$ cat src/rtl/swap_arbiter.sv
module swap_arbiter #(
  parameter int NM = 4,
  parameter int AW = 8,
  parameter int DW = 16
) (
  input  logic             clk,
  input  logic             rst_n,
  input  logic [NM-1:0]    m_req,
  input  logic [2*NM-1:0]  m_op,
  input  logic [NM*AW-1:0] m_addr,
  input  logic [NM*DW-1:0] m_wdata,
  output logic [NM-1:0]    m_gnt,
  output logic [NM-1:0]    m_done,
  output logic [DW-1:0]    m_rdata,
  output logic             mem_req,
  output logic             mem_we,
  output logic [AW-1:0]    mem_addr,
  output logic [DW-1:0]    mem_wdata,
  input  logic [DW-1:0]    mem_rdata,
  input  logic             mem_ready
);

  localparam int IW = (NM > 1) ? $clog2(NM) : 1;
  localparam logic [1:0] OP_WR = 2'b01;
  localparam logic [1:0] OP_SW = 2'b10;

  typedef enum logic [1:0] {S_IDLE, S_PH1, S_PH2} state_t;

  state_t        state;
  logic [IW-1:0] owner, ptr, pick, owner_nxt;
  logic          pick_ok;
  logic [1:0]    op_q;
  logic [AW-1:0] addr_q;
  logic [DW-1:0] wdata_q, rbuf, rdata_q;
  logic [NM-1:0] done_q, eligible;

  assign eligible  = m_req & ~done_q;
  assign owner_nxt = (int'(owner) == NM-1) ? '0 : owner + 1'b1;

  always_comb begin
    pick_ok = 1'b0;
    pick    = '0;
    for (int i = NM-1; i >= 0; i--) begin
      int j;
      j = int'(ptr) + i;
      if (j >= NM) j = j - NM;
      if (eligible[j]) begin
        pick_ok = 1'b1;
        pick    = IW'(j);
      end
    end
  end

  always_ff @(posedge clk) begin
    if (!rst_n) begin
      state   <= S_IDLE;
      owner   <= '0;
      ptr     <= '0;
      op_q    <= '0;
      addr_q  <= '0;
      wdata_q <= '0;
      rbuf    <= '0;
      rdata_q <= '0;
      done_q  <= '0;
    end else begin
      done_q <= '0;
      case (state)
        S_IDLE: if (pick_ok) begin
          owner   <= pick;
          op_q    <= m_op[2*pick +: 2];
          addr_q  <= m_addr[AW*pick +: AW];
          wdata_q <= m_wdata[DW*pick +: DW];
          state   <= S_PH1;
        end
        S_PH1: if (mem_ready) begin
          if (op_q == OP_SW) begin
            rbuf  <= mem_rdata;
            state <= S_PH2;
          end else begin
            rdata_q <= mem_rdata;
            done_q  <= NM'(1) << owner;
            ptr     <= owner_nxt;
            state   <= S_IDLE;
          end
        end
        S_PH2: if (mem_ready) begin
          rdata_q <= rbuf;
          done_q  <= NM'(1) << owner;
          ptr     <= owner_nxt;
          state   <= S_IDLE;
        end
        default: state <= S_IDLE;
      endcase
    end
  end

  assign mem_req   = (state != S_IDLE);
  assign mem_we    = (state == S_PH2) || (state == S_PH1 && op_q == OP_WR);
  assign mem_addr  = addr_q;
  assign mem_wdata = wdata_q;
  assign m_gnt     = mem_req ? (NM'(1) << owner) : '0;
  assign m_done    = done_q;
  assign m_rdata   = rdata_q;

  a_r1_idle_quiet: assert property (@(posedge clk) disable iff (!rst_n)
    (m_gnt == '0) |-> !mem_req);

  a_r5_gnt_onehot: assert property (@(posedge clk) disable iff (!rst_n)
    $onehot0(m_gnt));

  a_r5_write_follows_read: assert property (@(posedge clk) disable iff (!rst_n)
    (mem_req && mem_ready && !mem_we && op_q == OP_SW) |=>
      (mem_req && mem_we && mem_addr == $past(mem_addr) && m_gnt == $past(m_gnt)));

  a_r8_hold_on_stall: assert property (@(posedge clk) disable iff (!rst_n)
    (mem_req && !mem_ready) |=>
      (mem_req && $stable(mem_addr) && $stable(mem_we) && $stable(mem_wdata) && $stable(m_gnt)));

  a_r9_done_shape: assert property (@(posedge clk) disable iff (!rst_n)
    (m_done != '0) |-> ($onehot(m_done) && m_done == $past(m_gnt) && $past(mem_ready) && m_gnt == '0));

  a_r9_done_single: assert property (@(posedge clk) disable iff (!rst_n)
    (m_done != '0) |=> (m_done == '0));

endmodule

$ cat config.mk
export PLATFORM = sky130hd
export DESIGN_NAME = swap_arbiter
export DESIGN_NICKNAME = d
export VERILOG_FILES = /design/src/rtl/swap_arbiter.sv
export SDC_FILE = /design/constraint.sdc
export NUM_CORES = 1
export LEC_CHECK = 0
export BUFFER_PORTS_ARGS = -buffer_cell sky130_fd_sc_hd__buf_2
export CORE_UTILIZATION = 49
export CTS_CLUSTER_SIZE = 10
export DETAILED_ROUTE_END_ITERATION = 10
export GPL_ROUTABILITY_DRIVEN = 1
export PLACE_DENSITY_LB_ADDON = 0.15
export SLEW_MARGIN = 20
export SYNTH_ARGS = -nofsm -noshare
export SYNTH_HDL_FRONTEND = slang
export SYNTH_SLANG_ARGS = --single-unit
$ cat constraint.sdc
create_clock -name clk -period 5.16 [get_ports clk]
set_input_delay 1.032 -clock clk [delete_from_list [all_inputs] [get_ports clk]]
set_output_delay 1.032 -clock clk [all_outputs]
set_load 0.03 [all_outputs]
# Word level (Yosys, flattened, before mapping)
# Index checks and enable logic that the tools add are counted.
[classes] n_bitwise=2 shift=4 n_eq_ne=9 n_mux=43 n_lt_le_gt_ge=8 n_reduce_logical=9 addsub=8
[op_table] op="32-bit by 4-bit less-than comparator with 1-bit output, second input constant" count=4
[op_table] op="32-bit two-way mux" count=4
[op_table] op="64-bit by 7-bit variable part select with 16-bit output" count=1
[op_table] op="16-bit two-way mux" count=3
[op_table] op="16-bit case mux with 2 select lines" count=1
[op_table] op="32-bit by 6-bit variable part select with 8-bit output" count=1
[op_table] op="2-bit two-way mux" count=12
[op_table] op="4-bit two-way mux" count=4
[op_table] op="1-bit two-way mux" count=12
[op_table] op="3-bit by 3-bit subtractor with 4-bit output, second input constant" count=3
[op_table] op="3-bit greater-or-equal comparator, second input constant" count=3
[op_table] op="1-bit binary-select mux with 2-bit select" count=4
[op_table] op="2-bit != test, second input constant" count=4
[op_table] op="4-bit case mux with 2 select lines" count=1
[op_table] op="8-bit by 4-bit variable part select with 2-bit output" count=1
[op_table] op="2-bit by 2-bit adder with 3-bit output, second input constant" count=2
[op_table] op="2-bit by 1-bit == test with 1-bit output, second input constant" count=3
[op_table] op="2-bit case mux with 3 select lines" count=1
[op_table] op="3-bit AND reduction" count=2
[op_table] op="4-bit AND" count=1
[op_table] op="2-bit == test, second input constant" count=2
[op_table] op="4-bit inverter" count=1
[op_table] op="2-bit case mux with 2 select lines" count=1
[op_table] op="4-bit AND reduction" count=1
[op_table] op="10 further kinds" count=11
[totals] wordCells=92 out_inout_bits=50 regBits=68 input_bits=127

# Depth between registers and ports, before layout
# Gate-level depths: netlist (run 1).
[logic_depth] word_depth=12 depth_mapped=9 ltp_nobuf=7

# Worst setup path after synthesis (run 1)
# OpenSTA, ideal clock, no wires.
[synth_timing] path_type="register to output" startpoint="reg state[0]" endpoint="out mem_we" stages_incl_launch_ff=6 required_time_ns=4.128 setup_slack_ns=2.666 path_buffers=2 t_arrival_ns=1.462 path_cell_list="dfxtp_1 -> inv_1 -> ha_1 -> buf_2 -> buf_1 -> a31o_2"
[synth_via] elab_chain_cells=3 word_cells_on_any_way=4 classes_between="eq/ne: 2; reduce/logical: 2"
[synth_rtl] item="start, declared" line="29" text="state_t state;"
[synth_rtl] item="start signal, assigned" line="56" text="state <= S_IDLE;"
[synth_rtl] item="start signal, assigned" line="73" text="state <= S_PH1;"
[synth_rtl] item="start signal, assigned" line="78" text="state <= S_PH2;"
[synth_rtl] item="2-bit by 1-bit == test with 1-bit output" line="98" text="assign mem_we = (state == S_PH2) || (state == S_PH1 && op_q == OP_WR);"
[synth_rtl] item="1-bit logical AND" line="98"
[synth_rtl] item="1-bit logical OR *" line="98"
[synth_rtl] item="end, declared" line="16" text="output logic mem_we,"
# Mark *: on every way between the ends. The rest lies on a longest branch, timed or not.

# Worst setup path after layout (run 1)
# Same ends and word-level chain as after synthesis.

==> key figures, run 1 <==
Run status
  – Status: completed

Cells and area
  – Share of layout cells above drive strength 1: between 30% and 40%
  – Diodes inserted: 0
  – Core Util, Final: 66.3%
  – Area Overhead vs Synth: 30.6%
  – Nets: 663
  – Final instance area: 4480 um2

Clock tree
  – Post-CTS resize count: 0
  – Worst-path clk slew: 0.08 ns
  – Clock sinks: 68
  – Clock Latency Late Sink: 0.35 ns
  – Post-CTS Setup Bufs: 0
  – Cts-stage hold buffer count: 0
  – Inserted Clock Buffers: 9
  – H-tree level count: 3
  – CTS root buf: clkbuf_8
  – CTS tree: yes
  – Clk buf depth: 2

Global routing
  – Vias in the first global route: 2909
  – Largest net degree at the start of global routing: 38
  – GRT overflow: 0
  – First-pass GRT wire length: 13900 um
  – Antenna violations before repair: 0
  – Overall global routing resource usage: 24.3%

Critical path
  – Startpoint Class: flop
  – Required @ worst endpoint: 4.13 ns
  – Worst-path maximum fanout: 19
  – CP startpoint: state[0]
  – Worst Path Arrival: 2.07 ns
  – WS Path Type: reg2out
  – Reg-to-Reg Start: state[0]
  – CP Capture Type: output port
  – Worst r2r path cells: 8

Synthesis
  – Synth cell count leaders: mux2i_1 (73), dfxtp_1 (68), nand2_1 (61)
  – Cells after synthesis: 363
  – Most frequent cell after synthesis: mux2i_1
  – Leading area contributor after synthesis: dfxtp_1
  – Synth Net Count: roughly 500
  – Main synth FF type: dfxtp_1
  – Synth unique cells: 33
  – Synthesis Warnings: 0
  – Sequential-to-total area share from yosys stat: 39.7%
  – EDFF count, synth: 0
  – Syn_area_per_cell: roughly 9.4 um2
  – Post-synth top area share: 39.7%
  – FF+latch count, synth: 68
  – FFs w/ async S/R, synth: 0%
  – Post-Syn Area: about 3400 um2
  – Synth top area cells: dfxtp_1 (40%), mux2i_1 (21%), nand2_1 (6.7%), o221ai_1 (6.6%), a211oi_1 (3.5%)

Placement
  – Dpl cell area: between 4000 and 5000 um2
  – IO Port Bufs: 176
  – Final RePlAce weighted congestion: 0.784
  – Final HPWL DP: 6570 um

Power and ir drop
  – Switch Pwr: 579 uW
  – Sequential power share: 39.8%
  – Comb power frac: 31.7%
  – Maximum VDD drop: between 0.0002 and 0.00025 V
  – Clk pwr share: 28.6%
  – Pwr Total: 1.59 mW
  – Power per cell area: 356 nW/um2
  – Leak Pwr: 2.02 nW
  – Int Pwr: around 1 mW
  – Sw Share: 36.3%

Timing
  – Slew @ Worst Pin: 1.09 ns
  – Hold Slack: 0.459 ns
  – TNS Setup: 0 ns
  – Final setup fails: 0
  – Final period util: 60.1%
  – Slew margin rel.: 27.2%
  – Final max-slew violation count: 0
  – RSZ-0062 raised after global routing: false
  – Fin. Hold Viols: 0
  – Setup Skew: 0.0126 ns
  – Peak Freq: 0.322 GHz
  – Final worst path period need: 3.10 ns

Die
  – Die width: 85.6 um
  – Core ar.: 6760 um2
  – Initial Util: 50.7%
  – Ports: between 150 and 200
  – Die ar.: 7330 um2
  – Die Y: 85.6 um
  – Site Rows: 30

Routing
  – DR DRC count: 0
  – ANT nets after route: 0
  – Vias/cell: 5.30
  – Initial DRC Count: 70
  – 1st-pass router iterations: 4
  – Routed len/inst: 14.7 um
  – Via count: 3257
  – Post-Route WL: 9040 um

Hold path
  – Hold crit path type: reg2reg
  – Hold path startpoint: rbuf[3]
  – Worst Hold Path Cells: 2

Flow run
  – Max cap viols: 0
-- logic make-up (layout without fill, tap and decap cells) --
| group | Yosys count | in the layout | share of synthesized area (%) |
|---|---|---|---|
| and+or+nand+nor | 114 | 114 | 15.2 |
| adders and majority gates | 7 | 7 | 2.56 |
| muxes | 73 | 73 | 21.3 |
| AOI/OAI and AO/OA | 68 | 68 | 15.6 |
| buffers and inverters | 33 | 204 | 5.70 |
| DFF | 68 | 68 | 39.7 |
-- power by group through the flow --
stage                     Sequential (mW)  Combinational, mW  Clock [mW]
after floorplan                     0.754              0.254           0
after global placement              0.643              0.498           0
after detailed placement            0.645              0.508           0
after CTS                           0.633              0.509       0.466
after global routing                0.642              0.545       0.486
final                               0.633              0.505       0.455
-- path summary, 6_finish.rpt --
kind / endpoint / slack [ns]
worst max register to register: ptr[0] / 2.73
worst min-delay path: rbuf[3] / 0.46
worst max-delay path: mem_we / 2.06
worst min register to register: rbuf[3] / 0.46
-- layout make-up --
class / instances / area [um2]
fillers: 594 / 2280
multi-input cells: 262 / 1870
flip-flops and latches: 68 / 1360
repair buffers: 180 / 911
clock buffers: 9 / 124
well taps: 80 / 100
clock inverters: 7 / 80.1
inverters: 8 / 30.0
-- sequential cells by signal (all words and copies together), names as in the netlist --
| name | count |
|---|---|
| mem_wdata | 16 |
| ptr | 2 |
| m_done | 4 |
| op_q | 2 |
| owner | 2 |
| rbuf | 16 |
| mem_addr | 8 |
| state | 2 |
| m_rdata | 16 |
-- worst max-delay path: stages, from the launching register on --
cell	delay, ns
dfxtp_1	0.34
inv_1	0.08
ha_1	0.88
a31o_2	0.23
buf_2	0.20
-- metal layers --
| metal | wire, um | up-vias | share of wire [%] | track usage, % |
|---|---|---|---|---|
| li1 | - | 1633 | - | - |
| met1 | 3880 | 1503 | 43 | 29.0 |
| met2 | 4430 | 109 | 49 | 42.3 |
| met3 | 582 | 12 | 6.4 | 6.06 |
| met4 | 140 | 0 | 1.5 | 8.79 |
| met5 | 0 | - | 0 | 0 |
-- placed cells by master (no fill, tap or decap), drive strengths merged, types with 3 or more instances in the layout --
| cell | n |
|---|---|
| mux2i | 73 |
| a21oi | 19 |
| nor2b | 7 |
| ha | 7 |
| nor2 | 30 |
| buf | 180 |
| dfxtp | 68 |
| clkbuf | 9 |
| o221ai | 26 |
| and2 | 6 |
| a211oi | 16 |
| nand2 | 61 |
| nand2b | 3 |
| inv | 11 |
-- stage by stage --
step                setup WS, ns  instances
floorplan                   2.67        363
global placement            2.05        598
detailed placement          1.97        598
CTS                         2.05        614
global route                2.00        614
finish                      2.06        614
No activity file was read; power rests on OpenSTA's default activity.
==> run 2: changes to the inputs <==
- ABC_AREA: default -> 1
- CORE_UTILIZATION: 49 -> 44
- clock period: 5.16 -> 2.7 ns (I/O delays scaled with it)
==> run 2 against run 1 <==
  * Power rose to 3.7 times the previous value
  * Highest routed layer unchanged
  * Largest cell class unchanged
  * Critical endpoint is now mem_wdata[13]
  * First-iteration DRC count increased to 3.6 times the previous value
  * Worst hold slack worse by 0.038 ns
  * Critical path type is now reg2reg
==> key figures, run 2 <==
Clock tree
  – Post-CTS Setup Bufs: 0 (unchanged)
  – CTS root buf: clkbuf_8
  – Clk buf depth: 2 (unchanged)
  – Clock sinks: 68 (unchanged)
  – H-tree level count: 3 (unchanged)
  – Worst-path clk slew: 0.08 ns (about the same)
  – Inserted Clock Buffers: 9 (unchanged)
  – Clock Latency Late Sink: 0.35 ns (about the same)
  – CTS tree: yes

Placement
  – Final RePlAce weighted congestion: 0.799 (+1.9%)
  – Final HPWL DP: 8580 um (+31%)
  – Pre-CTS WS: 0.352 ns (-1.62 ns)
  – Placed Cells: 925 (+55%)
  – IO Port Bufs: 176 (unchanged)
  – Dpl cell area: 5030 um2 (+18%)

Synthesis
  – Post-synth top area share: 32.6% (-7.1 points)
  – Mux cell area share after synthesis: 0% (-21 points)
  – Synth cell count leaders: nand2_1 (170), nand3_1 (128), inv_1 (111)
  – FFs w/ async S/R, synth: 0% (unchanged)
  – Compound-gate portion of the synthesized area: 9.54% (-6.0 points)
  – Main synth FF type: dfxtp_1
  – Main combinational cell family by area after synthesis: simple AND/OR/NAND/NOR gates
  – Post-Syn Area: 4170 um2 (+22%)
  – Most frequent cell after synthesis: nand2_1
  – Post-Synth Simple-Gate Area: 39.2% (+24 points)
  – Syn_area_per_cell: 6.26 um2 (-34%)
  – Xor/xnor cell area share of the yosys netlist: 0.600% (+0.60 points)
  – Leading area contributor after synthesis: dfxtp_1
  – EDFF count, synth: 0 (unchanged)
  – Synth top area cells: dfxtp_1 (33%), nand3_1 (15%), nand2_1 (15%), inv_1 (10%), nor2_1 (4.7%)
  – Sequential-to-total area share from yosys stat: 32.6% (-7.1 points)
  – Synthesis Warnings: 0 (unchanged)
  – Cells after synthesis: 667 (+84%)
  – Synth Net Count: 801 (+61%)
  – Synth unique cells: 31 (-6.1%)
  – FF+latch count, synth: 68 (unchanged)
  – Adder-Cell Fraction of Synth Area: 2.10% (-0.46 points)

Timing
  – Peak Freq: approximately 0.42 GHz
  – Final worst path period need: 2.38 ns
  – TNS Setup: 0 ns (unchanged)
  – Final period util: 88.0%
  – Fin. Hold Viols: 0 (unchanged)
  – Final max-slew violation count: 0 (unchanged)
  – Slew margin rel.: 59.7% (+32 points)
  – Worst setup margin: 0.323 ns (-1.73 ns)
  – Final setup fails: 0 (unchanged)
  – Hold Slack: 0.421 ns (-0.0379 ns)
  – RSZ-0062 raised after global routing: false
  – Slew @ Worst Pin: 0.599 ns (-0.493 ns)
  – Setup Skew: 0.0109 ns (-0.00164 ns)

Power and ir drop
  – Switch Pwr: 3.09 mW (+430%)
  – Power per cell area: 1120 nW/um2 (+210%)
  – Pwr Total: 5.82 mW (+270%)
  – Clk pwr share: 13.1% (-16 points)
  – Maximum VDD drop: 0.000446 V (+79%)
  – Sw Share: 53.0% (+17 points)
  – Int Pwr: 2.73 mW (+170%)
  – Leak Pwr: 2.94 nW (+45%)
  – Comb power frac: 62.2% (+31 points)
  – Sequential power share: 24.7% (-15 points)

Global routing
  – Grt met1 use: 30.0% (+0.95 points)
  – Antenna violations before repair: 0 (unchanged)
  – First-pass GRT wire length: 19400 um (+39%)
  – Met2 Use GR: 42.9% (+0.64 points)
  – Met3 usage: 4.99% (-1.1 points)
  – Largest net degree at the start of global routing: 55 (+45%)
  – Overall global routing resource usage: 24.5% (+0.20 points)
  – Vias in the first global route: 4370 (+50%)
  – GRT overflow: 0 (unchanged)
  – Most Crowded Layer GR: met2

Critical path
  – Worst Path Arrival: 2.61 ns (+0.54 ns)
  – Reg2reg setup slack: 0.32 ns (-2.41 ns)
  – CP Capture Type: flop
  – Worst-path maximum fanout: 54 (+35)
  – Slowest cell on the critical path: dfxtp_1
  – WS Path Type: reg2reg
  – Worst r2r path cells: 11 (+3)
  – Required @ worst endpoint: 2.93 ns (-1.20 ns)
  – CP peak stage delay: 0.64 ns (-0.24 ns)
  – Most Frequent Cell on Critical Path: nand2_1
  – Startpoint Class: flop
  – Worst-path cell chain: nand3_1 -> nand2_1 -> inv_2 -> nand2_1 -> nand3_4 -> nand2_8 -> inv_6 -> nand2_1 -> nand2_1 -> a21oi_1 -> nor2_1

Hold path
  – Worst Hold Path Cells: 3 (+1)
  – Hold crit path type: in2reg

Routing
  – Routed len/inst: 12.5 um (-15%)
  – Vias/cell: 4.98 (-6.1%)
  – DR DRC count: 0 (unchanged)
  – 1st-pass router iterations: 4 (unchanged)
  – Post-Route WL: 11700 um (+30%)
  – Initial DRC Count: 250 (+260%)
  – ANT nets after route: 0 (unchanged)
  – Via count: 4689 (+44%)

Run status
  – Status: completed

Die
  – Core ar.: 9200 um2 (+36%)
  – Ports: 177 (unchanged)
  – Die ar.: 9880 um2 (+35%)
  – Die width: 99.4 um (+16%)
  – Initial Util: 45.4% (-5.3 points)
  – Site Rows: 35 (+17%)
  – Die Y: 99.4 um (+16%)

Cells and area
  – Nets: 959 (+45%)
  – Core Util, Final: 56.6% (-9.7 points)
  – Final instance area: 5200 um2 (+16%)
  – Most frequent cells in the layout: buf_2 (176), nand2_1 (170), nand3_1 (128)
  – Area Overhead vs Synth: 24.7%
  – Share of layout cells above drive strength 1: 26.6% (-12 points)
  – Finished Layout Cells: 941 (+53%)
  – Commonest non-fill, non-tap cell in the layout: buf_2
  – Diodes inserted: 0 (unchanged)

Flow run
  – Max cap viols: 0 (unchanged)
==> run 2: cell count changes after synthesis, sizes merged, moves of 25 or more <==
cell    change
inv       +110
mux2i      -73
nand2     +117
nand3     +128
nor2       +25
o221ai     -26
==> run 2: critical path: cells and delay by family, from the launching register on <==
family,cells,cell delay [ns]
buffers and inverters,2,0.16
AO/OA/AOI/OAI,1,0.12
AND/OR/NAND/NOR,8,1.33
flip-flops,1,0.64
==> run 2: kinds of logic (layout without fill, tap and decap cells) <==
logic type      Yosys count  after routing
simple gates            363            363
buf+inv                 154            317
compound gates           73             73
flops                    68             68
fa+ha+maj                 7              7
xor+xnor                  2              2
==> run 2: layout make-up <==
class / count / area [um2]
Clock buffer: 9 / 124
Clock inverter: 7 / 51.3
Fill cell: 914 / 3990
Inverter: 119 / 454
Multi-Input combinational cell: 445 / 2150
Sequential cell: 68 / 1360
Tap cell: 111 / 139
Timing Repair Buffer: 182 / 926
==> run 2: power by group through the flow <==
stage	Clock, mW	Sequential, mW	Combinational (mW)
detailed placement	0	1.46	3.62
CTS	0.781	1.44	3.63
global route	0.838	1.47	4.08
floorplan	0	1.82	2.60
global placement	0	1.45	3.56
finish	0.762	1.44	3.62
==> run 2: path summary, 6_finish.rpt <==
kind                                  start             to
worst max register to register       ptr[0]  mem_wdata[13]
worst min-delay path            m_wdata[19]   mem_wdata[3]
worst max-delay path                 ptr[0]  mem_wdata[13]
worst min register to register      rbuf[0]        rbuf[0]
==> run 2: metal layers <==
| layer | vias to the layer above | routed length (um) |
|---|---|---|
| met2 | 158 | 5760 |
| met1 | 2107 | 5100 |
| li1 | 2409 | - |
| met3 | 15 | 703 |
| met4 | 0 | 168 |
| met5 | - | 0 |
==> run 2: what timing repair did <==
item | CTS | global route
resized for setup | 0 | 1
hold buffers | 0 | 0
endpoints found under the setup margin | 0 | 1
==> run 3: changes to the inputs <==
- RECOVER_POWER: default -> 25
==> run 3 against run 2 <==
  * Clock skew down 0.00053 ns
  * Worst hold slack barely moved
  * Design area decreased by 0.70%
  * Combinational power hardly changed
  * First-iteration DRC count increased by 5.6%
  * Register-to-register slack about the same
  * Sequential share of layout area grew 0.18 points
  * Critical endpoint unchanged
  * Via count rose by 0.30%
  * Critical path depth is the same
  * Wire length increased by 0.92%
==> key figures, run 3 (synthesized netlist as in run 2, its figures left out) <==
Run status
  – Status: completed

Cells and area
  – Nets: 959 (unchanged)
  – Diodes inserted: 0 (unchanged)
  – # fillers: 926 (+1.3%)
  – Share of layout cells above drive strength 1: 23.1% (-3.5 points)
  – Core Util, Final: 56.2% (-0.39 points)
  – Commonest non-fill, non-tap cell in the layout: nand2_1
  – Area Overhead vs Synth: 23.9%
  – Most frequent cells in the layout: nand2_1 (170), buf_2 (147), nand3_1 (128)

Timing
  – TNS Setup: 0 ns (unchanged)
  – Slew margin rel.: 59.0% (-0.69 points)
  – Slew @ Worst Pin: 0.609 ns (+0.0102 ns)
  – Peak Freq: 0.421 GHz (about the same)
  – Fin. Hold Viols: 0 (unchanged)
  – Final setup fails: 0 (unchanged)
  – Final period util: 88.0% (about the same)
  – Final worst path period need: 2.38 ns (-0.00115 ns)
  – RSZ-0062 raised after global routing: false
  – Final max-slew violation count: 0 (unchanged)
  – Setup Skew: 0.0104 ns (-0.000528 ns)

Critical path
  – Worst Path Arrival: 2.61 ns (about the same)
  – CP Capture Type: flop
  – Worst-path maximum fanout: 54 (unchanged)
  – Worst flop-to-flop path endpoint: mem_wdata[13]
  – Startpoint Class: flop
  – WS Path Type: reg2reg
  – Reg-to-Reg Start: ptr[0]
  – Required @ worst endpoint: 2.94 ns (about the same)
  – Reg2reg setup slack: 0.32 ns (about the same)
  – Worst r2r path cells: 11 (unchanged)

Routing
  – Vias/cell: 5.00 (+0.30%)
  – Via count: 4703 (+0.30%)
  – 1st-pass router iterations: 4 (unchanged)
  – Initial DRC Count: 264 (+5.6%)
  – ANT nets after route: 0 (unchanged)
  – Routed len/inst: 12.6 um (+0.92%)
  – Post-Route WL: 11800 um (+0.92%)
  – DR DRC count: 0 (unchanged)

Hold path
  – Worst Hold Path Cells: 3 (unchanged)
  – Hold path startpoint: m_wdata[19]
  – Hold Path Sink: mem_wdata[3]
  – Hold crit path type: in2reg

Clock tree
  – Worst-path clk slew: 0.08 ns (about the same)
  – Post-CTS Setup Bufs: 0 (unchanged)
  – Clock sinks: 68 (unchanged)
  – Inserted Clock Buffers: 9 (unchanged)
  – Clk buf depth: 2 (unchanged)
  – H-tree level count: 3 (unchanged)
  – Clock Latency Late Sink: 0.35 ns (about the same)
  – CTS root buf: clkbuf_8
  – CTS tree: yes

Die
  – Ports: 177 (unchanged)
  – Initial Util: 45.4% (unchanged)
  – Die ar.: 9880 um2 (unchanged)
  – Site Rows: 35 (unchanged)
  – Core ar.: 9200 um2 (unchanged)
  – Die Y: 99.4 um (unchanged)
  – Die width: 99.4 um (unchanged)

Global routing
  – Overall global routing resource usage: 24.5% (unchanged)
  – Antenna violations before repair: 0 (unchanged)
  – GRT overflow: 0 (unchanged)
  – Largest net degree at the start of global routing: 55 (unchanged)
  – First-pass GRT wire length: 19400 um (unchanged)
  – Vias in the first global route: 4370 (unchanged)

Power and ir drop
  – Maximum VDD drop: 0.000438 V (-1.8%)
  – Pwr Total: 5.80 mW (-0.33%)
  – Leak Pwr: 2.83 nW (-3.8%)
  – Power per cell area: 1120 nW/um2 (+0.37%)

Placement
  – Final RePlAce weighted congestion: 0.799 (unchanged)
  – Final HPWL DP: 8580 um (unchanged)
  – IO Port Bufs: 176 (unchanged)

Flow run
  – Max cap viols: 0 (unchanged)
run 3: changes by cell type in the layout (fill, tap and decap cells not counted):
cell	before	now
buf_2	176	147
clkbuf_1	0	29
run 3: final cells by class:
| class | instances | area (um2) | share of cell area [%] |
|---|---|---|---|
| well taps | 111 | 139 | 2.69 |
| multi-input cells | 445 | 2150 | 41.6 |
| repair buffers | 182 | 890 | 17.2 |
| inverters | 119 | 454 | 8.79 |
| flip-flops and latches | 68 | 1360 | 26.3 |
| clock inverters | 7 | 51.3 | 0.992 |
| clock buffers | 9 | 124 | 2.40 |
run 3: metrics by stage:
stage                     worst slack [ns]  instance area [um2]  hold WS [ns]  instances
after floorplan                      0.737                 4170         0.441        667
after global placement               0.452                 5030         0.448        925
after detailed placement             0.352                 5030         0.456        925
after CTS                           0.0600                 5200         0.409        941
after global routing                0.0976                 5170         0.420        941
final                                0.324                 5170         0.420        941
run 3: timing repair:
item,CTS,global route
hold buffers,0,0
setup endpoints to repair,0,1
gates resized for setup,0,1
run 3: power breakdown:
part	total [mW]	switching (mW)	internal [mW]
clock network	0.764	0.426	0.338
logic	3.59	2.51	1.08
registers	1.44	0.162	1.28
total	5.80	3.10	2.70
run 3: how the worst max path moves through the flow:
stage,from,to,slack (ns),cells past startpoint
floorplan,state[0],mem_we,0.74,6
finish,ptr[0],mem_wdata[13],0.32,11
detailed placement,state[0],ptr[0],0.35,9
global placement,ptr[0],mem_addr[7],0.45,11
CTS,state[0],mem_we,0.06,5
global route,ptr[0],mem_wdata[8],0.1,11
run 3: routing by layer:
metal	global-route usage (%)	vias up	share of wire, %
met5	0	-	0
met4	8.03	0	1.4
met1	30.0	2117	44
li1	-	2408	-
met2	42.9	163	48
met3	4.99	15	6.0
run 3: worst max-delay path, cell delays in order (launching register included):
cell,delay (ns)
dfxtp_1,0.64
nand3_1,0.23
nand2_1,0.18
inv_2,0.05
nand2_1,0.13
nand3_4,0.23
nand2_8,0.38
inv_6,0.11
nand2_1,0.09
nand2_1,0.04
a21oi_1,0.12
nor2_1,0.05
